## config.mk

```make
export PLATFORM = sky130hd
export DESIGN_NAME = uctl_sequencer
export DESIGN_NICKNAME = d
export VERILOG_FILES = /design/src/rtl/uctl_pkg.sv /design/src/rtl/uctl_ring.sv /design/src/rtl/uctl_store.sv /design/src/rtl/uctl_fetch.sv /design/src/rtl/uctl_sequencer.sv
export SDC_FILE = /design/constraint.sdc
export NUM_CORES = 2
export LEC_CHECK = 0
export BUFFER_PORTS_ARGS = -buffer_cell sky130_fd_sc_hd__buf_2
export CORE_ASPECT_RATIO = 0.7
export CORE_MARGIN = 3
export CORE_UTILIZATION = 25
export CTS_CLUSTER_DIAMETER = 80
export CTS_CLUSTER_SIZE = 12
export DETAILED_ROUTE_END_ITERATION = 10
export PLACE_DENSITY = 0.48
export SYNTH_ARGS = -nofsm -noshare
export SYNTH_HDL_FRONTEND = slang
export SYNTH_SLANG_ARGS = --single-unit
```

## constraint.sdc

```tcl
create_clock -name clk -period 3.3 [get_ports clk]
set_input_delay 0.165 -clock clk [delete_from_list [all_inputs] [get_ports clk]]
set_output_delay 0.165 -clock clk [all_outputs]
set_load 0.01 [all_outputs]
```

## src/rtl/uctl_pkg.sv

```systemverilog
package uctl_pkg;
  typedef enum logic {
    PH_FETCH = 1'b0,
    PH_EXEC  = 1'b1
  } phase_e;
endpackage

```

## src/rtl/uctl_ring.sv

```systemverilog
module uctl_ring #(
  parameter int STEPS = 8,
  localparam int SW = $clog2(STEPS)
) (
  input  logic             clk,
  input  logic             rst_n,
  input  logic             clr_i,
  input  logic             adv_i,
  output logic [STEPS-1:0] ring_o,
  output logic [SW-1:0]    idx_o
);
  logic [STEPS-1:0] ring_q, ring_d;

  always_comb begin
    ring_d = ring_q;
    if (clr_i)      ring_d = STEPS'(1);
    else if (adv_i) ring_d = {ring_q[STEPS-2:0], ring_q[STEPS-1]};
  end

  always_ff @(posedge clk or negedge rst_n) begin
    if (!rst_n) ring_q <= STEPS'(1);
    else        ring_q <= ring_d;
  end

  always_comb begin
    idx_o = '0;
    for (int i = 0; i < STEPS; i++) begin
      if (ring_q[i]) idx_o = idx_o | SW'(i);
    end
  end

  assign ring_o = ring_q;

  // exactly one hot bit at every edge out of reset
  p_ring_onehot_r5: assert property (@(posedge clk) disable iff (!rst_n)
    $countones(ring_q) == 1);
endmodule

```

## src/rtl/uctl_store.sv

```systemverilog
module uctl_store #(
  parameter int AW = 7,
  parameter int WW = 16,
  localparam int DEPTH = 1 << AW
) (
  input  logic          clk,
  input  logic          rst_n,
  input  logic          busy_i,
  input  logic          we_i,
  input  logic [AW-1:0] waddr_i,
  input  logic [WW-1:0] wdata_i,
  input  logic [AW-1:0] raddr_i,
  input  logic          rd_en_i,
  input  logic          clr_i,
  output logic [WW-1:0] rword_o,
  output logic [WW-1:0] uir_o
);
  logic [WW-1:0] mem_q [DEPTH];
  logic [WW-1:0] uir_q, uir_d;
  logic          wr_ok;

  assign wr_ok = we_i && !busy_i;

  always_ff @(posedge clk) begin
    if (wr_ok) mem_q[waddr_i] <= wdata_i;
  end

  assign rword_o = mem_q[raddr_i];

  always_comb begin
    uir_d = uir_q;
    if (clr_i)        uir_d = '0;
    else if (rd_en_i) uir_d = rword_o;
  end

  always_ff @(posedge clk or negedge rst_n) begin
    if (!rst_n) uir_q <= '0;
    else        uir_q <= uir_d;
  end

  assign uir_o = uir_q;

  // with neither read nor clear the microinstruction register holds
  p_uir_hold_r8: assert property (@(posedge clk) disable iff (!rst_n)
    (!rd_en_i && !clr_i) |=> $stable(uir_q));
endmodule

```

## src/rtl/uctl_fetch.sv

```systemverilog
module uctl_fetch
  import uctl_pkg::*;
#(
  parameter int AW = 16,
  parameter int DW = 16,
  parameter logic [AW-1:0] RST_VEC = 16'h0100
) (
  input  logic          clk,
  input  logic          rst_n,
  input  logic          run_i,
  input  logic          end_i,
  input  logic [DW-1:0] rdata_i,
  output logic          fetch_o,
  output logic [AW-1:0] pc_o,
  output logic [DW-1:0] ir_o
);
  phase_e        ph_q, ph_d;
  logic [AW-1:0] pc_q, pc_d;
  logic [DW-1:0] ir_q, ir_d;

  always_comb begin
    ph_d = ph_q;
    pc_d = pc_q;
    ir_d = ir_q;
    if (run_i) begin
      if (ph_q == PH_FETCH) begin
        ir_d = rdata_i;
        ph_d = PH_EXEC;
      end else if (end_i) begin
        pc_d = pc_q + AW'(1);
        ph_d = PH_FETCH;
      end
    end
  end

  always_ff @(posedge clk or negedge rst_n) begin
    if (!rst_n) begin
      ph_q <= PH_FETCH;
      pc_q <= RST_VEC;
      ir_q <= '0;
    end else begin
      ph_q <= ph_d;
      pc_q <= pc_d;
      ir_q <= ir_d;
    end
  end

  assign fetch_o = (ph_q == PH_FETCH);
  assign pc_o    = pc_q;
  assign ir_o    = ir_q;

  // a fetch with run high captures the bus word
  p_ir_capture_r2: assert property (@(posedge clk) disable iff (!rst_n)
    (run_i && fetch_o) |=> (ir_q == $past(rdata_i)));
endmodule

```

## src/rtl/uctl_sequencer.sv

```systemverilog
module uctl_sequencer
  import uctl_pkg::*;
#(
  parameter int ADDR_W = 16,
  parameter int DATA_W = 16,
  parameter int OPC_W  = 4,
  parameter int STEPS  = 8,
  parameter int CTRL_W = 15,
  parameter logic [ADDR_W-1:0] RST_VEC = 16'h0100,
  localparam int SW  = $clog2(STEPS),
  localparam int UAW = OPC_W + SW,
  localparam int UWW = CTRL_W + 1
) (
  input  logic              clk,
  input  logic              rst_n,
  input  logic              run_i,
  input  logic [DATA_W-1:0] bus_rdata_i,
  output logic [ADDR_W-1:0] bus_addr_o,
  output logic              bus_rd_o,
  output logic [DATA_W-1:0] ir_o,
  output logic [CTRL_W-1:0] ctrl_o,
  output logic [STEPS-1:0]  step_o,
  input  logic              uw_en_i,
  input  logic [UAW-1:0]    uw_addr_i,
  input  logic [UWW-1:0]    uw_data_i
);
  logic           fetch, fetch_now, exec_now, done;
  logic [SW-1:0]  step_idx;
  logic [UAW-1:0] raddr;
  logic [UWW-1:0] rword, uir;
  logic [ADDR_W-1:0] pc;

  assign fetch_now = run_i && fetch;
  assign exec_now  = run_i && !fetch;
  assign done      = exec_now && (rword[UWW-1] || step_o[STEPS-1]);
  assign raddr     = {ir_o[DATA_W-1 -: OPC_W], step_idx};

  uctl_fetch #(.AW(ADDR_W), .DW(DATA_W), .RST_VEC(RST_VEC)) u_fetch (
    .clk     (clk),
    .rst_n   (rst_n),
    .run_i   (run_i),
    .end_i   (done),
    .rdata_i (bus_rdata_i),
    .fetch_o (fetch),
    .pc_o    (pc),
    .ir_o    (ir_o)
  );

  uctl_ring #(.STEPS(STEPS)) u_ring (
    .clk    (clk),
    .rst_n  (rst_n),
    .clr_i  (fetch_now || done),
    .adv_i  (exec_now && !done),
    .ring_o (step_o),
    .idx_o  (step_idx)
  );

  uctl_store #(.AW(UAW), .WW(UWW)) u_store (
    .clk     (clk),
    .rst_n   (rst_n),
    .busy_i  (run_i),
    .we_i    (uw_en_i),
    .waddr_i (uw_addr_i),
    .wdata_i (uw_data_i),
    .raddr_i (raddr),
    .rd_en_i (exec_now),
    .clr_i   (fetch_now),
    .rword_o (rword),
    .uir_o   (uir)
  );

  assign bus_addr_o = pc;
  assign bus_rd_o   = fetch_now;
  assign ctrl_o     = uir[CTRL_W-1:0];

  // an ending step leads to a fetch at pc+1 with the ring back at bit 0
  p_end_restart_r6: assert property (@(posedge clk) disable iff (!rst_n)
    done |=> (fetch && step_o[0] && pc == $past(pc) + ADDR_W'(1)));

  // the final ring position always ends the instruction
  p_last_step_r7: assert property (@(posedge clk) disable iff (!rst_n)
    (exec_now && step_o[STEPS-1]) |=> fetch);

  // halted means no motion of pc or step
  p_halt_hold_r8: assert property (@(posedge clk) disable iff (!rst_n)
    !run_i |=> ($stable(pc) && $stable(step_o)));

  // first execute cycle of an instruction shows an empty control field
  p_bubble_r4: assert property (@(posedge clk) disable iff (!rst_n)
    fetch_now |=> (ctrl_o == '0));
endmodule

```

== After elaboration in Yosys (flattened, before gate mapping) ==
Memories as Yosys holds them, arrays and structs flattened.
Cells that the tools add are included.
Operators by class
  add/sub/neg operators: 1
  multiplexer cells: 15
  bitwise logic cells: 1
  reduce and logical (&&, ||, !) cells: 13
Operators by type and width (count)
  $mux W15: 2
  $add A16 B1 Y16 const B: 1
  $mux W8: 2
  $mux W3: 4
  $logic_and A1 B1 Y1: 5
  $mux W1: 5
  $mux W2: 2
  $reduce_bool A2 Y1: 2
  $reduce_and A3 Y1: 1
  $logic_not A1 Y1: 2
  $logic_or A1 B1 Y1: 2
  $reduce_and A2 Y1: 1
  $not A1 Y1: 1
Storage, ports and cells
  register bits: 56
  RAM bits: 2048
  output and inout bits: 56
  memories: 1
Memory list
  u_store.mem_q: words 128, width 16, read ports 1, clocked after Yosys merged registers in 0, wr ports 1, line uctl_store.sv:18  | logic [WW-1:0] mem_q [DEPTH];

== Logic depth before layout (Yosys ltp) ==
An unclocked memory read counts as a cell.
  depth after elaboration: 14
  mapped depth: 15
  mapped depth without buffers: 8

== Cells and area by module ==
Synthesis repeated with hierarchy kept, for this count alone.
Second synthesis, totals
  cells, all modules: 3783
  area total of the unflattened synthesis: 82192.6 um^2
By module, submodules not included
  uctl_store: times used 1, cells each 3647, area each 80425.9 um^2
  uctl_fetch: times used 1, cells each 100, area each 1367.6 um^2
  uctl_ring: times used 1, cells each 29, area each 347.8 um^2
  uctl_sequencer: times used 1, cells each 7, area each 51.3 um^2

== Worst setup path before layout ==
OpenSTA, ideal clock, no wires.
  kind: reg2reg
  from: register u_ring.ring_q[7] (netlist: u_ring.ring_o[7])
  to: register u_fetch.pc_q[3] (netlist: u_fetch.pc_o[3])
  setup time: 0.126 ns
  arrival time: 2.913 ns
  path slack: 0.261 ns
  cell stages (with the launch flop): 12
  path buffers: 3
  clock period less this slack: 3.039 ns
  path through: dfrtp_1 > buf_6 > or4_1 > buf_2 > mux2i_1 > a2111oi_0 > a221oi_1 > a211o_1 > a221oi_4 > buf_6 > nand3_2 > xnor2_1
Between the ends
  longest elaborated chain between the ends: 5
RTL lines
  start: declaration: line uctl_ring.sv:12  | logic [STEPS-1:0] ring_q, ring_d;
  start signal: assignment: line uctl_ring.sv:22  | else ring_q <= ring_d;
  $mux W3: line uctl_ring.sv:28  | if (ring_q[i]) idx_o = idx_o | SW'(i);
  $mem_v2 Z128 W16
  $logic_or A1 B1 Y1 *: line uctl_sequencer.sv:35  | assign done = exec_now && (rword[UWW-1] || step_o[STEPS-1]);
  $logic_and A1 B1 Y1 *: line uctl_sequencer.sv:35
  $reduce_and A3 Y1 (no line) *
  end signal: assignment: line uctl_fetch.sv:43  | pc_q <= pc_d;
  end: declaration: line uctl_fetch.sv:18  | logic [AW-1:0] pc_q, pc_d;
Mark *: on every way between the ends. The rest lies on a longest branch, timed or not.
A chain may end at the register's enable or synchronous reset.

== Final worst setup path ==
  from: register u_ring.ring_q[7] (netlist: u_ring.ring_o[7])
  to: register u_store.uir_q[9] (netlist: u_store.uir_o[9])
Between the ends
  longest elaborated chain between the ends: 4
RTL lines
  $mux W3: line uctl_ring.sv:28
  $mem_v2 Z128 W16
  $mux W15: line uctl_store.sv:33  | else if (rd_en_i) uir_d = rword_o;
  $mux W15: line uctl_store.sv:32  | if (clr_i) uir_d = '0;
  end signal: assignment: line uctl_store.sv:38  | else uir_q <= uir_d;
  end: declaration: line uctl_store.sv:19  | logic [WW-1:0] uir_q, uir_d;
No other way between the ends. The select of a mux whose other input is x is not followed.

==> key figures <==
Drt
  • Drt pass-1 iters: 6
  • WL per Instance: 27.4 um
  • Drc violations: 0
  • DR iter-0 viols: 7,539
  • Final Routed Wirelength: 309 mm
  • Vias per cell: 4.97
  • Vias: 56,000
  • Antenna Violating Nets Remaining: 0

Power and ir drop
  • Worst IR Drop VDD: 0.475 mV
  • Total power: 85,500 uW
  • Static Leak: 0.0348 uW
  • Sw Ratio: 0.375
  • P_int: 53,400 uW
  • Pwr/cell area: 836 mW/mm^2
  • Net Switching: 32,100 uW
  • Sequential share of power: 0.349
  • Comb pwr share: 0.402
  • Clock power frac: 0.249

Setup path
  • WS Path Type: register to register
  • CP startpoint kind: register
  • Worst Reg-to-Reg Cells: 11
  • Critical-path cell with the highest stage delay: or4_4
  • Reg2reg setup slack: -240 ps
  • Critical path fanouts, max: 38
  • RR Endpoint: u_store.uir_o[9]
  • Crit end category: register
  • Worst r2r src: u_ring.ring_o[7]
  • Worst endpoint required time: 4050 ps
  • CP Cell Sequence: or4_4 -> buf_6 -> buf_16 -> nand2_1 -> and3_1 -> a31oi_1 -> a32oi_4 -> buf_4 -> a31oi_2 -> or4_1 -> a221o_1
  • Critical Path AT: 4300 ps
  • Slowest stage delay, CP: 630 ps

Die
  • Die area: 0.343 sq mm
  • Die height: 491 um
  • Starting Density: 0.252
  • Core area: 0.333 sq mm
  • Core Rows: 177
  • IO Pins: 99
  • Chip Width: 699 um

STA
  • Post-layout min period: 3540 ps
  • Hold Fails Final Rpt: 0
  • Clk_skew: 70.4 ps
  • Actual slew at the worst max-slew pin: 1170 ps
  • Slew Limit Fails: 0
  • Hold Worst Slack: 62.6 ps
  • Final Worst Setup Slack: -244 ps
  • Relative slew slack: 0.222
  • Setup violations, final: 40
  • Setup Total Neg Slack: -5590 ps
  • RSZ-0062 raised after global routing: yes
  • Final worst-path cycle share: 1.07
  • Max frequency: 282 MHz

Clocking
  • H-Tree Depth: 4
  • CTS tree: built
  • Worst skew pair latency: 880 ps
  • CTS buffer count: 203
  • Clk Tree Root Cell: clkbuf_16
  • Clock transition at the registers of the reported paths: 70 ps
  • Clk buf depth: 4
  • CTS sink count: 2,104

Yosys
  • Number of synthesized flops with an enable pin: 2,048
  • Main flop type after synthesis: edfxtp_1
  • Syn Area/Cell: 13.6 sq um
  • Post-synth cell types: 69
  • Synth warnings: 0
  • Synth Net Count: 6,224
  • Synth Cell Area: 0.0840 sq mm
  • Synth async-reset ratio: 0.0266
  • Sequential area share after synthesis: 0.749
  • #FFs+latches synth: 2,104
  • Synth Instances: 6,180

Placed design
  • PortBufs: 98
  • Placed cell count: 10,900
  • Dpl ws: -669 ps
  • Routability cong.: 0.925
  • HPWL Detailed: 190 mm

Finish
  • Synth-to-layout area growth: 21.8%
  • NumNets Final: 6,756
  • Layout cells sized above 1: 0.167
  • Layout filler cell count: 32,900
  • Fin cells: 11,300

Run status
  • Failing checks: negative setup slack
  • Outcome: complete, but fails checks

GRT
  • Largest net degree at the start of global routing: 129
  • Initial antenna violation count: 24
  • Vias in the first global route: 51,900
  • Congestion Overflow GR: 0
  • First-pass GRT wire length: 425 mm
  • Total track usage: 0.173

Min path
  • Hold Startpoint: bus_rdata_i[2]
  • Hold Crit Class: primary input to register
  • Worst hold stages: 3
  • WHS Endpoint: u_fetch.ir_o[2]

Job
  • Max cap viols: 0
==> Yosys cell counts, types with 7 or more instances <==
master    number  share of area
o221ai_1      33         0.0034
a21oi_1       17         0.0010
mux4_2        16         0.0043
nand2_1     1771          0.079
o21ai_0       11        0.00066
a221o_1       10         0.0012
o41a_1         7        0.00094
buf_1         53         0.0024
a32oi_1       69         0.0072
nand4_1        9        0.00067
a311o_1       12         0.0014
clkbuf_1     165         0.0074
nor2b_1       11        0.00082
and3_1        94         0.0070
o31a_1         7        0.00073
a22o_1        13         0.0014
edfxtp_1    2048           0.73
a22oi_1       18         0.0016
a311oi_1      84         0.0088
a31oi_1       87         0.0065
buf_6         16         0.0021
a211oi_1      20         0.0018
nand3_2        7        0.00083
xnor2_1       14         0.0015
o21a_1        14         0.0013
mux2i_1      229          0.027
inv_1          9        0.00040
nor2_1       155         0.0069
nand3_1      829          0.049
mux2_2        16         0.0021
dfrtp_1       54          0.016
buf_2        159         0.0095
nand3b_1       8        0.00071
buf_4         14         0.0013
nor3_1        14        0.00083
and2_1         8        0.00060
==> placed cells by master, fill, tap and decap left out, types with 13 or more instances in the layout <==
cell / n
a31oi_1: 77
a32oi_2: 13
buf_2: 82
o21a_1: 14
mux4_2: 16
a311oi_1: 50
o221ai_1: 25
a32oi_1: 55
buf_4: 427
nand2_1: 1766
xnor2_1: 14
clkbuf_1: 64
edfxtp_1: 2048
dfrtp_1: 49
buf_16: 30
mux2_2: 16
nand3_1: 824
nor2_1: 143
bufbuf_16: 23
buf_12: 88
and3_1: 89
a21oi_1: 17
a211oi_1: 20
clkbuf_16: 210
dlygate4sd3_1: 38
mux2i_1: 215
buf_6: 35
a311oi_2: 30
==> what timing repair did <==
item                                   4_1_cts  5_1_grt
setup endpoints to repair                   40       39
gates resized for setup                    219       70
setup buffers                               37        8
hold buffers                                38        0
endpoints found under the hold margin      719        0
gates cloned                                34        5
pin swaps                                   47       26
==> layout make-up <==
type | instances | area [sq um] | area share
Sequential cell | 2104 | 62900 | 0.615
Multi-Input combinational cell | 3658 | 20300 | 0.198
Timing Repair Buffer | 734 | 7940 | 0.0776
Tap cell | 4475 | 5600 | 0.0547
Clock buffer | 269 | 5370 | 0.0525
Clock inverter | 10 | 126 | 0.00124
Inverter | 11 | 41.3 | 0.000404
Antenna cell | 10 | 25.0 | 0.000245
==> per-layer routing <==
| metal | routed length [um] | vias to the layer above | part of all wire | track usage |
|---|---|---|---|---|
| li1 | - | 23900 | - | - |
| met1 | 141000 | 29000 | 0.46 | 0.264 |
| met2 | 126000 | 2760 | 0.41 | 0.239 |
| met3 | 35300 | 334 | 0.11 | 0.0512 |
| met4 | 6530 | 4 | 0.021 | 0.0371 |
| met5 | 25 | - | 0.000081 | 0 |
==> power by group through the flow <==
| stage | Sequential, uW | Clock [uW] | Combinational (uW) |
|---|---|---|---|
| floorplan | 30400 | 0 | 14800 |
| global placement | 30400 | 0 | 28600 |
| detailed placement | 30400 | 0 | 28700 |
| CTS | 29900 | 21700 | 33100 |
| global route | 29900 | 22700 | 36100 |
| finish | 29900 | 21300 | 34400 |
==> how the worst max path moves through the flow <==
stage               cells past startpoint                end              from
floorplan                              11    u_fetch.pc_o[3]  u_ring.ring_o[7]
global placement                       12  u_store.uir_o[13]  u_ring.ring_o[7]
detailed placement                     12   u_store.uir_o[5]  u_ring.ring_o[7]
CTS                                    14   u_store.uir_o[7]  u_ring.ring_o[7]
global route                           11   u_store.uir_o[9]  u_ring.ring_o[7]
finish                                 11   u_store.uir_o[9]  u_ring.ring_o[7]
==> flip-flops by register name, indices dropped and copies added, names as in the netlist <==
| name | cells |
|---|---|
| u_store.mem_q | 2048 |
| u_fetch.ir_o | 16 |
| u_store.uir_o | 15 |
| u_fetch.pc_o | 16 |
| u_ring.ring_o | 8 |
| u_fetch.ph_q | 1 |
==> per-stage QoR <==
step	util	instance area (sq um)
after floorplan	-	84000
after global placement	0.280	93300
after detailed placement	0.280	93300
after CTS	0.305	102000
after global routing	0.307	102000
final	0.307	102000
==> critical path, delay by kind of cell (launching register included) <==
kind / cells / cell delay [ps]
simple gates: 4 / 1420
compound gates: 4 / 850
buf+inv: 3 / 630
flops: 1 / 420
==> kinds of logic (layout without fill, tap and decap cells) <==
group                      Yosys count  in the layout  synth area share
AOI/OAI and AO/OA                  455            455            0.0440
xor gates and xnor gates            15             15           0.00156
adders and majority gates            1              1          0.000149
buffers and inverters              418           1024            0.0231
DFF                               2104           2104             0.749
muxes                              261            261            0.0337
other                                0             10                 0
and+or+nand+nor                   2926           2926             0.149
Note: power is estimated with default switching activity, not from simulation.
